$ cat src/rtl/hb_gate_ctrl.sv
module hb_gate_ctrl #(
  parameter int CLK_MHZ  = 50,
  parameter int DEAD_NS  = 600,
  parameter int RSTPW_NS = 100,
  parameter int BLANK_NS = 1000,
  parameter int RETRY_US = 50000
) (
  input  logic clk,
  input  logic rst_n,
  input  logic up_cmd,
  input  logic lo_cmd,
  input  logic dis_rst,
  input  logic sleep_req,
  input  logic auto_n,
  input  logic desat_hi,
  input  logic desat_lo,
  output logic gate_hi,
  output logic gate_lo,
  output logic sc_flt_n
);
  localparam int DEAD_CYC  = (CLK_MHZ * DEAD_NS + 999) / 1000;
  localparam int RST_CYC   = ((CLK_MHZ * RSTPW_NS + 999) / 1000 < 1) ? 1 : (CLK_MHZ * RSTPW_NS + 999) / 1000;
  localparam int BLANK_CYC = (CLK_MHZ * BLANK_NS + 999) / 1000;
  localparam int RETRY_CYC = (CLK_MHZ * RETRY_US < 2) ? 2 : CLK_MHZ * RETRY_US;
  localparam int DW = $clog2(DEAD_CYC + 1) + 1;
  localparam int LW = $clog2(RST_CYC + 1) + 1;
  localparam int BW = $clog2(BLANK_CYC + 1) + 1;
  localparam int RW = $clog2(RETRY_CYC + 1) + 1;
  localparam logic [DW-1:0] DEAD_V  = DW'(DEAD_CYC);
  localparam logic [LW-1:0] RST_V   = LW'(RST_CYC - 1);
  localparam logic [BW-1:0] BLANK_V = BW'(BLANK_CYC);
  localparam logic [RW-1:0] RETRY_V = RW'(RETRY_CYC - 1);

  logic [6:0] s1, s2;
  always_ff @(posedge clk or negedge rst_n)
    if (!rst_n) begin
      s1 <= '0;
      s2 <= '0;
    end else begin
      s1 <= {desat_lo, desat_hi, auto_n, sleep_req, dis_rst, lo_cmd, up_cmd};
      s2 <= s1;
    end

  logic s_up, s_lo, s_dis, s_slp, s_auto, s_dh, s_dl;
  assign {s_dl, s_dh, s_auto, s_slp, s_dis, s_lo, s_up} = s2;

  logic flt, armed;
  logic [DW-1:0] off_hi, off_lo;
  logic [BW-1:0] blk_hi, blk_lo;
  logic [LW-1:0] low_cnt;
  logic [RW-1:0] rty_cnt;

  wire enable  = !flt && !s_dis && !s_slp;
  wire want_hi = enable && s_up && !s_lo;
  wire want_lo = enable && s_lo && !s_up;
  wire trip    = (enable && s_up && s_lo)
              || (gate_hi && s_dh && blk_hi == BLANK_V)
              || (gate_lo && s_dl && blk_lo == BLANK_V);
  wire auto_clr = flt && !s_auto && rty_cnt == RETRY_V;
  wire man_clr  = flt && s_auto && armed && !s_dis && low_cnt == RST_V;

  always_ff @(posedge clk or negedge rst_n)
    if (!rst_n) begin
      gate_hi <= 1'b0;
      gate_lo <= 1'b0;
      off_hi  <= DEAD_V;
      off_lo  <= DEAD_V;
      blk_hi  <= '0;
      blk_lo  <= '0;
    end else begin
      gate_hi <= want_hi && !gate_lo && off_lo == DEAD_V;
      gate_lo <= want_lo && !gate_hi && off_hi == DEAD_V;
      off_hi  <= gate_hi ? '0 : (off_hi == DEAD_V ? off_hi : off_hi + 1'b1);
      off_lo  <= gate_lo ? '0 : (off_lo == DEAD_V ? off_lo : off_lo + 1'b1);
      blk_hi  <= !gate_hi ? '0 : (blk_hi == BLANK_V ? blk_hi : blk_hi + 1'b1);
      blk_lo  <= !gate_lo ? '0 : (blk_lo == BLANK_V ? blk_lo : blk_lo + 1'b1);
    end

  always_ff @(posedge clk or negedge rst_n)
    if (!rst_n) begin
      flt     <= 1'b0;
      armed   <= 1'b0;
      low_cnt <= '0;
      rty_cnt <= '0;
    end else begin
      if (!flt) flt <= trip;
      else if (auto_clr || man_clr) flt <= 1'b0;
      armed   <= flt && (armed || s_dis) && !man_clr;
      low_cnt <= s_dis ? '0 : (low_cnt == RST_V ? low_cnt : low_cnt + 1'b1);
      rty_cnt <= (!flt || s_auto || auto_clr) ? '0 : rty_cnt + 1'b1;
    end

  assign sc_flt_n = !flt;


  gate_excl_chk: assert property (@(posedge clk) disable iff (!rst_n) !(gate_hi && gate_lo));

  dead_hi_chk: assert property (@(posedge clk) disable iff (!rst_n) $rose(gate_hi) |-> !$past(gate_lo));

  dead_lo_chk: assert property (@(posedge clk) disable iff (!rst_n) $rose(gate_lo) |-> !$past(gate_hi));

  flt_gate_off_chk: assert property (@(posedge clk) disable iff (!rst_n) !sc_flt_n |=> !gate_hi && !gate_lo);

  dis_off_chk: assert property (@(posedge clk) disable iff (!rst_n) s_dis |=> !gate_hi && !gate_lo);

  sleep_off_chk: assert property (@(posedge clk) disable iff (!rst_n) s_slp |=> !gate_hi && !gate_lo);
endmodule

$ cat config.mk
export PLATFORM = sky130hd
export DESIGN_NAME = hb_gate_ctrl
export DESIGN_NICKNAME = d
export VERILOG_FILES = /design/src/rtl/hb_gate_ctrl.sv
export SDC_FILE = /design/constraint.sdc
export NUM_CORES = 1
export LEC_CHECK = 0
export BUFFER_PORTS_ARGS = -buffer_cell sky130_fd_sc_hd__buf_2
export CORE_AREA = 2 2 97 75
export CTS_CLUSTER_SIZE = 20
export DETAILED_ROUTE_END_ITERATION = 16
export DIE_AREA = 0 0 99 77
export HOLD_SLACK_MARGIN = 0.05
export MAX_ROUTING_LAYER = met4
export PLACE_DENSITY = 0.66
export SETUP_SLACK_MARGIN = 0.05
export SYNTH_ARGS = -nofsm -noshare
export SYNTH_HDL_FRONTEND = slang
export SYNTH_SLANG_ARGS = --single-unit
export TNS_END_PERCENT = 5
$ cat constraint.sdc
create_clock -name clk -period 2.14 [get_ports clk]
set_clock_uncertainty 0.1 [all_clocks]
set_input_delay 0.107 -clock clk [delete_from_list [all_inputs] [get_ports clk]]
set_output_delay 0.107 -clock clk [all_outputs]
set_load 0.05 [all_outputs]
==> results of run 1 <==
==> per-layer routing <==
| layer | share of wire [%] | wire length, um | track usage (%) |
|---|---|---|---|
| met1 | 52 | 2780 | 20.4 |
| met2 | 43 | 2310 | 23.4 |
| met3 | 4.0 | 211 | 5.83 |
| met4 | 0.41 | 22 | 4.93 |
| met5 | 0 | 0 | - |
==> area by class of cell <==
type | count | area, um^2 | area share (%)
Timing Repair Buffer | 23 | 178 | 4.82
Clock inverter | 3 | 42.5 | 1.16
Clock buffer | 13 | 149 | 4.04
Multi-Input combinational cell | 213 | 1380 | 37.6
Tap cell | 84 | 105 | 2.85
Sequential cell | 71 | 1790 | 48.5
Inverter | 10 | 37.5 | 1.02
==> kinds of logic after synthesis <==
| group | Yosys count |
|---|---|
| flops | 71 |
| xor+xnor | 31 |
| fa+ha+maj | 11 |
| mux | 1 |
| simple gates | 131 |
| buf+inv | 20 |
| compound gates | 39 |
==> worst min-delay path: cells and delay by family <==
family	cells	cell delay [ns]
buffers and inverters	3	0.94
==> state kept, by name, summed over array words and instances, names as in the netlist <==
signal   flops
gate_lo      1
blk_lo       7
s1           7
blk_hi       7
s2           7
off_hi       6
off_lo       6
flt          1
low_cnt      4
rty_cnt     23
gate_hi      1
armed        1
==> through the flow <==
| step | utilization, % | hold WS [ns] | worst slack (ns) | area (um^2) | power (mW) |
|---|---|---|---|---|---|
| 6_report | 55.2 | 0.200 | 0.193 | 3680 | 3.39 |
| 5_1_grt | 55.2 | 0.257 | 0.0688 | 3680 | 3.61 |
| 4_1_cts | 55.2 | 0.231 | 0.187 | 3680 | 3.44 |
| 3_5_place_dp | 51.1 | 0.0609 | 0.195 | 3410 | 2.39 |
| 3_3_place_gp | 51.1 | 0.0622 | 0.281 | 3410 | 2.37 |
| 2_1_floorplan | - | -0.289 | 0.289 | 3270 | 2.22 |
==> cells in the mapped netlist, drive strengths merged <==
cell type,n,share of area (%)
a211oi,4,0.92
a21o,1,0.23
a21oi,13,2.0
and2,14,2.7
and3,5,1.0
and4,4,1.1
and4bb,1,0.38
buf,7,1.4
clkbuf,3,0.34
dfrtp,63,48
dfstp,8,6.4
ha,11,4.2
inv,10,1.1
mux2i,1,0.31
nand2,17,2.0
nand2b,3,0.57
nand3,21,3.2
nand4,9,2.2
nor2,32,3.7
nor3,5,0.77
nor3b,1,0.23
nor4,2,0.38
nor4b,2,0.54
nor4bb,1,0.31
o2111ai,2,0.54
o211a,2,0.61
o21ai,13,2.0
o21bai,1,0.23
o221ai,1,0.46
o2bb2ai,1,0.46
o31ai,1,0.23
or2,3,0.57
or3,7,1.3
or4,3,0.69
or4b,1,0.31
xnor2,16,4.3
xor2,15,4.0
==> worst max-delay path by stage <==
| stage | start | to | slack [ns] | cells after the start |
|---|---|---|---|---|
| after global placement | blk_lo[0]$_DFFE_PN0P_ | blk_lo[0]$_DFFE_PN0P_ | 0.28 | 6 |
| after detailed placement | rty_cnt[0]$_DFF_PN0_ | rty_cnt[22]$_DFF_PN0_ | 0.19 | 5 |
| after floorplan | blk_lo[0]$_DFFE_PN0P_ | blk_lo[0]$_DFFE_PN0P_ | 0.29 | 7 |
| after CTS | blk_lo[0]$_DFFE_PN0P_ | blk_lo[0]$_DFFE_PN0P_ | 0.19 | 6 |
| final | rty_cnt[0]$_DFF_PN0_ | rty_cnt[22]$_DFF_PN0_ | 0.19 | 5 |
| after global routing | rty_cnt[0]$_DFF_PN0_ | rty_cnt[22]$_DFF_PN0_ | 0.07 | 5 |
==> power by group <==
group          internal [mW]  switching, mW
clock                  0.570          0.456
sequential              1.58          0.155
combinational          0.275          0.355
==> impl_metrics.toml, run 1 <==
[sta]
min_period_over_period_pct = 91.0
slew-limit-headroom_pct = 66.1
finalSetupViolCount = 0
worst_pin_slew_ns = 0.509
fin_crit_ns = 1.95
fin_tns_setup_ns = 0
fmax_ghz = 0.514
rsz0062_at_grt = "false"
final_hold_viol_count = 0
report.final.slew_viol_count = 0

[worst_setup_path]
crit_path_end_kind = "flop"
crit_required_ns = 2.30
slowest_stage = "or4_1"
crit_buf_inv = 0
crit-reg2reg-launch = "rty_cnt[0]$_DFF_PN0_"
r2r_slack_ns = 0.19
worstPathCellList = "ha_1 > and4_1 > nand4_4 > or4_1 > a21oi_1"
arrival_ns = 2.11
worstReg2RegEnd = "rty_cnt[22]$_DFF_PN0_"
critPathMaxStageDelay_ns = 0.44
cp_top_family = "simple AND/OR/NAND/NOR gates"
crit_type = "reg2reg"
r2r_cells = 5
setup.worst_path.start_class = "flop"
critPathMaxFanout = 9

[routing]
detail-route-antenna-nets = 0
drtPass1Iterations = 4
routed_wl_mm = 5.32
via_per_inst = 5.21
drc = 0
dr.first_iter.drc_count = 72
avgRoutedWirePerCell_um = 12.8
vias = 2171

[pwr]
ir_drop_mv = 0.462
power.density_nw_per_um2 = 921
leakage_nw = 1.61

[logic_synthesis]
ys_seq_area_share_pct = 54.7
synth_area_um2 = 3270
synth_compound_area_share_pct = 7.66
synthMuxAreaShare_pct = 0.307
synthSimpleGateAreaFrac_pct = 21.9
syn_inst = 304
ys_warn_count = 0
avgSynthCellArea_um2 = 10.7
ys_ff_latch = 71
synth_top_family_by_area = "simple AND/OR/NAND/NOR gates"
synth_fp_nets = 324
synth_fa_ha_area_share_pct = 4.21
synth_xor_area_share_pct = 8.31
ys_types = 43

[clock_network]
cts_tree = "done"
htree_num_levels = 3
root_buffer = "clkbuf_8"
cts_setup_buffers = 0
post_cts_resized = 0
clock-sinks = 71
clk_latency_ns = 0.34
hold_buffers = 8
clk_pin_slew_worst_paths_ns = 0.07
cts_made_buffers = 9
cts.path.max_buffers = 2

[place]
dp_hpwl_mm = 3.52
io_buffers = 11
gp_congestion = 0.781
dp.cells = 393

[grt]
grt_max_degree = 72
groute.usage.overall_pct = 15.8
grt_pass1_wl_mm = 9.43
grt_pass1_vias = 2155
antenna_found_initial = 0
overflow = 0

[floorplanning]
die_h_um = 77
initial_core_util_pct = 49.0
die_area_um2 = 7620
ios = 12
core_um2 = 6670
num_rows = 26
die_w_um = 99

[cells_and_area]
final_common_cell = "dfrtp_1"
layout_common_cells = "dfrtp_1, nor2_1, nand3_1"
nFillCells = 594
drive_gt1_share_pct = 12.9
nets = 348
syn_to_final_growth_pct = 12.8
antennaDiodeCount = 0
stdcell_count = 417

[status]
outcome = "finished clean"

[hold_path]
min_path_type = "in2async"

[job]
cap_viol_max_count = 0
Note: power is estimated with default switching activity, not from simulation.
==> run 2: changes to the inputs <==
- RECOVER_POWER: not set -> 50
==> run 2 against run 1 <==
Net effect:
- clock power barely moved
- critical path depth did not move
- highest routed layer unchanged
- critical endpoint unchanged
- core utilization is 0.19 points lower
- design area fell by 0.34%
- combinational power is essentially flat
- global-route usage stayed put
==> impl_metrics.toml, run 2 (synthesis results as in run 1) <==
[clock_network]
root_buffer = "clkbuf_8"
clk_latency_ns = 0.34
cts_setup_buffers = 0
cts_tree = "done"
htree_num_levels = 3
post_cts_resized = 0
cts_made_buffers = 9
clk_pin_slew_worst_paths_ns = 0.07
cts.path.max_buffers = 2
clock-sinks = 71

[routing]
via_per_inst = 5.22
drtPass1Iterations = 4
dr.first_iter.drc_count = 91
routed_wl_mm = 5.33
drc = 0
avgRoutedWirePerCell_um = 12.8
detail-route-antenna-nets = 0
vias = 2175

[place]
place_area_um2 = 3410
gp_congestion = 0.781
place_ws_ns = 0.195
dp.cells = 393
io_buffers = 11
dp_hpwl_mm = 3.52

[cells_and_area]
syn_to_final_growth_pct = 12.4
nets = 348
stdcell_count = 417
antennaDiodeCount = 0
finalCoreUtilization_pct = 55.0
final_common_cell = "dfrtp_1"
drive_gt1_share_pct = 12.9
layout_common_cells = "dfrtp_1, nor2_1, nand3_1"
nFillCells = 595
largest_reg_flops = 23
regArea_um2 = 1790
top_register = "rty_cnt"
fin_area_um2 = 3670
multi_input_area_um2 = 1380

[worst_setup_path]
crit_path_end_kind = "flop"
setup.worst_path.start_class = "flop"
startpoint = "rty_cnt[0]$_DFF_PN0_"
arrival_ns = 2.11
crit_required_ns = 2.30
critPathMaxFanout = 9
crit_type = "reg2reg"
crit-reg2reg-launch = "rty_cnt[0]$_DFF_PN0_"

[grt]
grt_pass1_vias = 2155
grt_max_degree = 72
antenna_found_initial = 0
groute.usage.overall_pct = 15.8
overflow = 0
grt_pass1_wl_mm = 9.43

[sta]
timing.final.ws_setup_ns = 0.190
rsz0062_at_grt = "false"
min_period_over_period_pct = 91.1
worst_pin_slew_ns = 0.926
report.final.slew_viol_count = 0
fin_tns_setup_ns = 0
timing.hold.ws_ns = 0.251
final_hold_viol_count = 0
slew-limit-headroom_pct = 38.3
fin_crit_ns = 1.95
fmax_ghz = 0.513
finalSetupViolCount = 0

[pwr]
comb_power_share_pct = 18.5
total_power_mw = 3.39
power.density_nw_per_um2 = 924
internal_power_mw = 2.42
ir_drop_mv = 0.462
leakage_nw = 1.60
seqPwrFrac_pct = 51.2
p_sw_mw = 0.968
swShare_pct = 28.5
clock_power_share_pct = 30.3

[floorplanning]
initial_core_util_pct = 49.0
die_w_um = 99
ios = 12
core_um2 = 6670
die_area_um2 = 7620
die_h_um = 77
num_rows = 26

[job]
cap_viol_max_count = 0

[hold_path]
min_path_type = "reg2reg"
min_from = "s1[2]$_DFF_PN0_"

[status]
outcome = "finished clean"
-- run 2: repair_timing --
item | CTS | global route
endpoints found under the setup margin | 0 | 0
endpoints found under the hold margin | 78 | 0
hold buffers | 8 | 0
-- run 2: cell type report --
| type | count | share of cell area, % |
|---|---|---|
| well taps | 84 | 2.86 |
| inverters | 10 | 1.02 |
| repair buffers | 23 | 4.50 |
| multi-input cells | 213 | 37.7 |
| clock inverters | 3 | 1.16 |
| clock buffers | 13 | 4.06 |
| flip-flops and latches | 71 | 48.7 |
-- run 2: worst max-delay path, stage by stage (launching register included) --
cell	delay [ns]
dfrtp_1	0.38
ha_1	0.21
and4_1	0.37
nand4_4	0.20
or4_1	0.44
a21oi_1	0.16
-- run 2: power groups by stage --
stage / registers (mW) / logic, mW / clock network [mW]
after floorplan: 1.73 / 0.493 / 0
after global placement: 1.76 / 0.610 / 0
after detailed placement: 1.76 / 0.629 / 0
after CTS: 1.74 / 0.644 / 1.06
after global routing: 1.76 / 0.727 / 1.12
final: 1.74 / 0.627 / 1.03
-- run 2: routing by layer --
| layer | wire [um] | track usage [%] | vias up |
|---|---|---|---|
| met5 | 0 | - | - |
| li1 | - | - | 1099 |
| met3 | 218 | 5.83 | 5 |
| met2 | 2330 | 23.4 | 33 |
| met4 | 22 | 4.93 | 0 |
| met1 | 2760 | 20.4 | 1038 |
-- run 2: path summary, 6_finish.rpt --
kind / slack [ns] / endpoint / cells after the start
hold reg to reg: 0.25 / s2[2]$_DFF_PN0_ / 0
setup reg to reg: 0.19 / rty_cnt[22]$_DFF_PN0_ / 5
hold / removal: 0.25 / s2[2]$_DFF_PN0_ / 0
max in group asynchronous: 0.90 / rty_cnt[16]$_DFF_PN0_ / 3
setup / recovery: 0.19 / rty_cnt[22]$_DFF_PN0_ / 5
min in group asynchronous: 0.44 / blk_hi[5]$_DFFE_PN0P_ / 3
==> run 3: changes to the inputs <==
- CTS_BUF_LIST: not set -> sky130_fd_sc_hd__clkbuf_4 sky130_fd_sc_hd__clkbuf_8
==> run 3 against run 2 <==
Net effect:
- global-route usage down 0.097 points
- fmax fell by 0.36%
- non-clock buffer count unchanged
- design area is 0.31% higher
- flip-flop and latch count did not move
- die area is the same
==> impl_metrics.toml, run 3 (synthesis results as in run 1) <==
[pwr]
seqPwrFrac_pct = 50.7
ir_drop_mv = 0.458
swShare_pct = 28.2
leakage_nw = 1.61
p_sw_mw = 0.966
internal_power_mw = 2.46
power.density_nw_per_um2 = 931
clock_power_share_pct = 31.0
comb_power_share_pct = 18.3

[routing]
vias = 2167
routed_wl_mm = 5.32
via_per_inst = 5.20
met2_length_mm = 2.26
met1_length_mm = 2.80
avgRoutedWirePerCell_um = 12.8
drc = 0
routed.top_layer = "met4"
drtPass1Iterations = 4
routed-wl-met3_um = 180
detail-route-antenna-nets = 0
dr.first_iter.drc_count = 72

[cells_and_area]
nFillCells = 586
layout_common_cells = "dfrtp_1, nor2_1, nand3_1"
antennaDiodeCount = 0
syn_to_final_growth_pct = 12.7
largest_reg_flops = 23
stdcell_count = 417
top_register = "rty_cnt"
nets = 348
drive_gt1_share_pct = 13.8
final_common_cell = "dfrtp_1"
fin_area_um2 = 3680

[clock_network]
root_buffer = "clkbuf_8"
htree_num_levels = 3
clk_pin_slew_worst_paths_ns = 0.07
cts_made_buffers = 9
cts.path.max_buffers = 2
clock-sinks = 71
post_cts_resized = 0
clk_latency_ns = 0.34
cts_tree = "done"

[hold_path]
min_path_type = "reg2reg"

[sta]
timing.hold.ws_ns = 0.253
fmax_ghz = 0.511
fin_crit_ns = 1.96
slew-limit-headroom_pct = 38.9
rsz0062_at_grt = "false"
finalSetupViolCount = 0
fin_tns_setup_ns = 0
final_hold_viol_count = 0
worst_pin_slew_ns = 0.917
report.final.slew_viol_count = 0
min_period_over_period_pct = 91.5

[worst_setup_path]
crit_path_end_kind = "flop"
startpoint = "rty_cnt[0]$_DFF_PN0_"
crit_type = "reg2reg"
worstReg2RegEnd = "rty_cnt[22]$_DFF_PN0_"
critPathMaxFanout = 9
crit_required_ns = 2.30
setup.worst_path.start_class = "flop"
crit-reg2reg-launch = "rty_cnt[0]$_DFF_PN0_"
r2r_slack_ns = 0.18
critPathCapture = "rty_cnt[22]$_DFF_PN0_"
arrival_ns = 2.12
r2r_cells = 5

[place]
dp_hpwl_mm = 3.52
place_area_um2 = 3410
gp_congestion = 0.781
dp.cells = 393
io_buffers = 11

[floorplanning]
num_rows = 26
die_w_um = 99
core_um2 = 6670
ios = 12
die_h_um = 77
initial_core_util_pct = 49.0
die_area_um2 = 7620

[job]
cap_viol_max_count = 0

[grt]
groute.usage.overall_pct = 15.7
antenna_found_initial = 0
overflow = 0
grt_pass1_wl_mm = 9.43
grt_pass1_vias = 2173
grt_max_degree = 72

[status]
outcome = "finished clean"
## run 3: cell counts in the layout (fill, tap and decap cells not counted)
No cell type changed its count.
## run 3: worst min path at each step
| stage | depth (start not counted) | slack [ns] | start | end |
|---|---|---|---|---|
| after detailed placement | 2 | 0.06 | rst_n | blk_hi[3]$_DFFE_PN0P_ |
| after global routing | 0 | 0.26 | s1[4]$_DFF_PN0_ | s2[4]$_DFF_PN0_ |
| after floorplan | 0 | -0.29 | rst_n | armed$_DFF_PN0_ |
| final | 0 | 0.25 | s1[4]$_DFF_PN0_ | s2[4]$_DFF_PN0_ |
| after global placement | 2 | 0.06 | rst_n | blk_hi[5]$_DFFE_PN0P_ |
| after CTS | 3 | 0.23 | rst_n | blk_hi[3]$_DFFE_PN0P_ |
## run 3: area by class of cell
class	instances	area [um^2]	share of cell area (%)
flip-flops and latches	71	1790	48.5
multi-input cells	213	1380	37.6
repair buffers	23	165	4.49
clock buffers	13	160	4.35
well taps	84	105	2.86
clock inverters	3	42.5	1.16
inverters	10	37.5	1.02
## run 3: per-stage QoR
| step | util, % | total power, mW | setup slack (ns) |
|---|---|---|---|
| after floorplan | - | 2.22 | 0.289 |
| after global placement | 51.1 | 2.37 | 0.281 |
| after detailed placement | 51.1 | 2.39 | 0.195 |
| after CTS | 55.4 | 3.48 | 0.188 |
| after global routing | 55.2 | 3.64 | 0.0663 |
| final | 55.2 | 3.43 | 0.183 |
## run 3: repair_timing
action | CTS | global route
buffers inserted | 0 | 0
hold endpoints to repair | 78 | 0
hold buffers | 8 | 0
## run 3: power by group through the flow
| stage | clock network, mW | logic (mW) | registers, mW |
|---|---|---|---|
| 6_report | 1.06 | 0.627 | 1.74 |
| 4_1_cts | 1.10 | 0.644 | 1.74 |
| 2_1_floorplan | 0 | 0.493 | 1.73 |
| 5_1_grt | 1.15 | 0.727 | 1.76 |
| 3_3_place_gp | 0 | 0.610 | 1.76 |
| 3_5_place_dp | 0 | 0.629 | 1.76 |
## run 3: critical path, cell delays in order, from the launching register on
cell     delay [ns]
dfrtp_1        0.38
ha_1           0.21
and4_1         0.37
nand4_4        0.21
or4_1          0.44
a21oi_1        0.16
## run 3: metal layers
layer,global-route usage [%],vias to the layer above
li1,-,1103
met4,6.16,0
met5,-,-
met1,20.4,1032
met2,23.4,22
met3,4.47,10
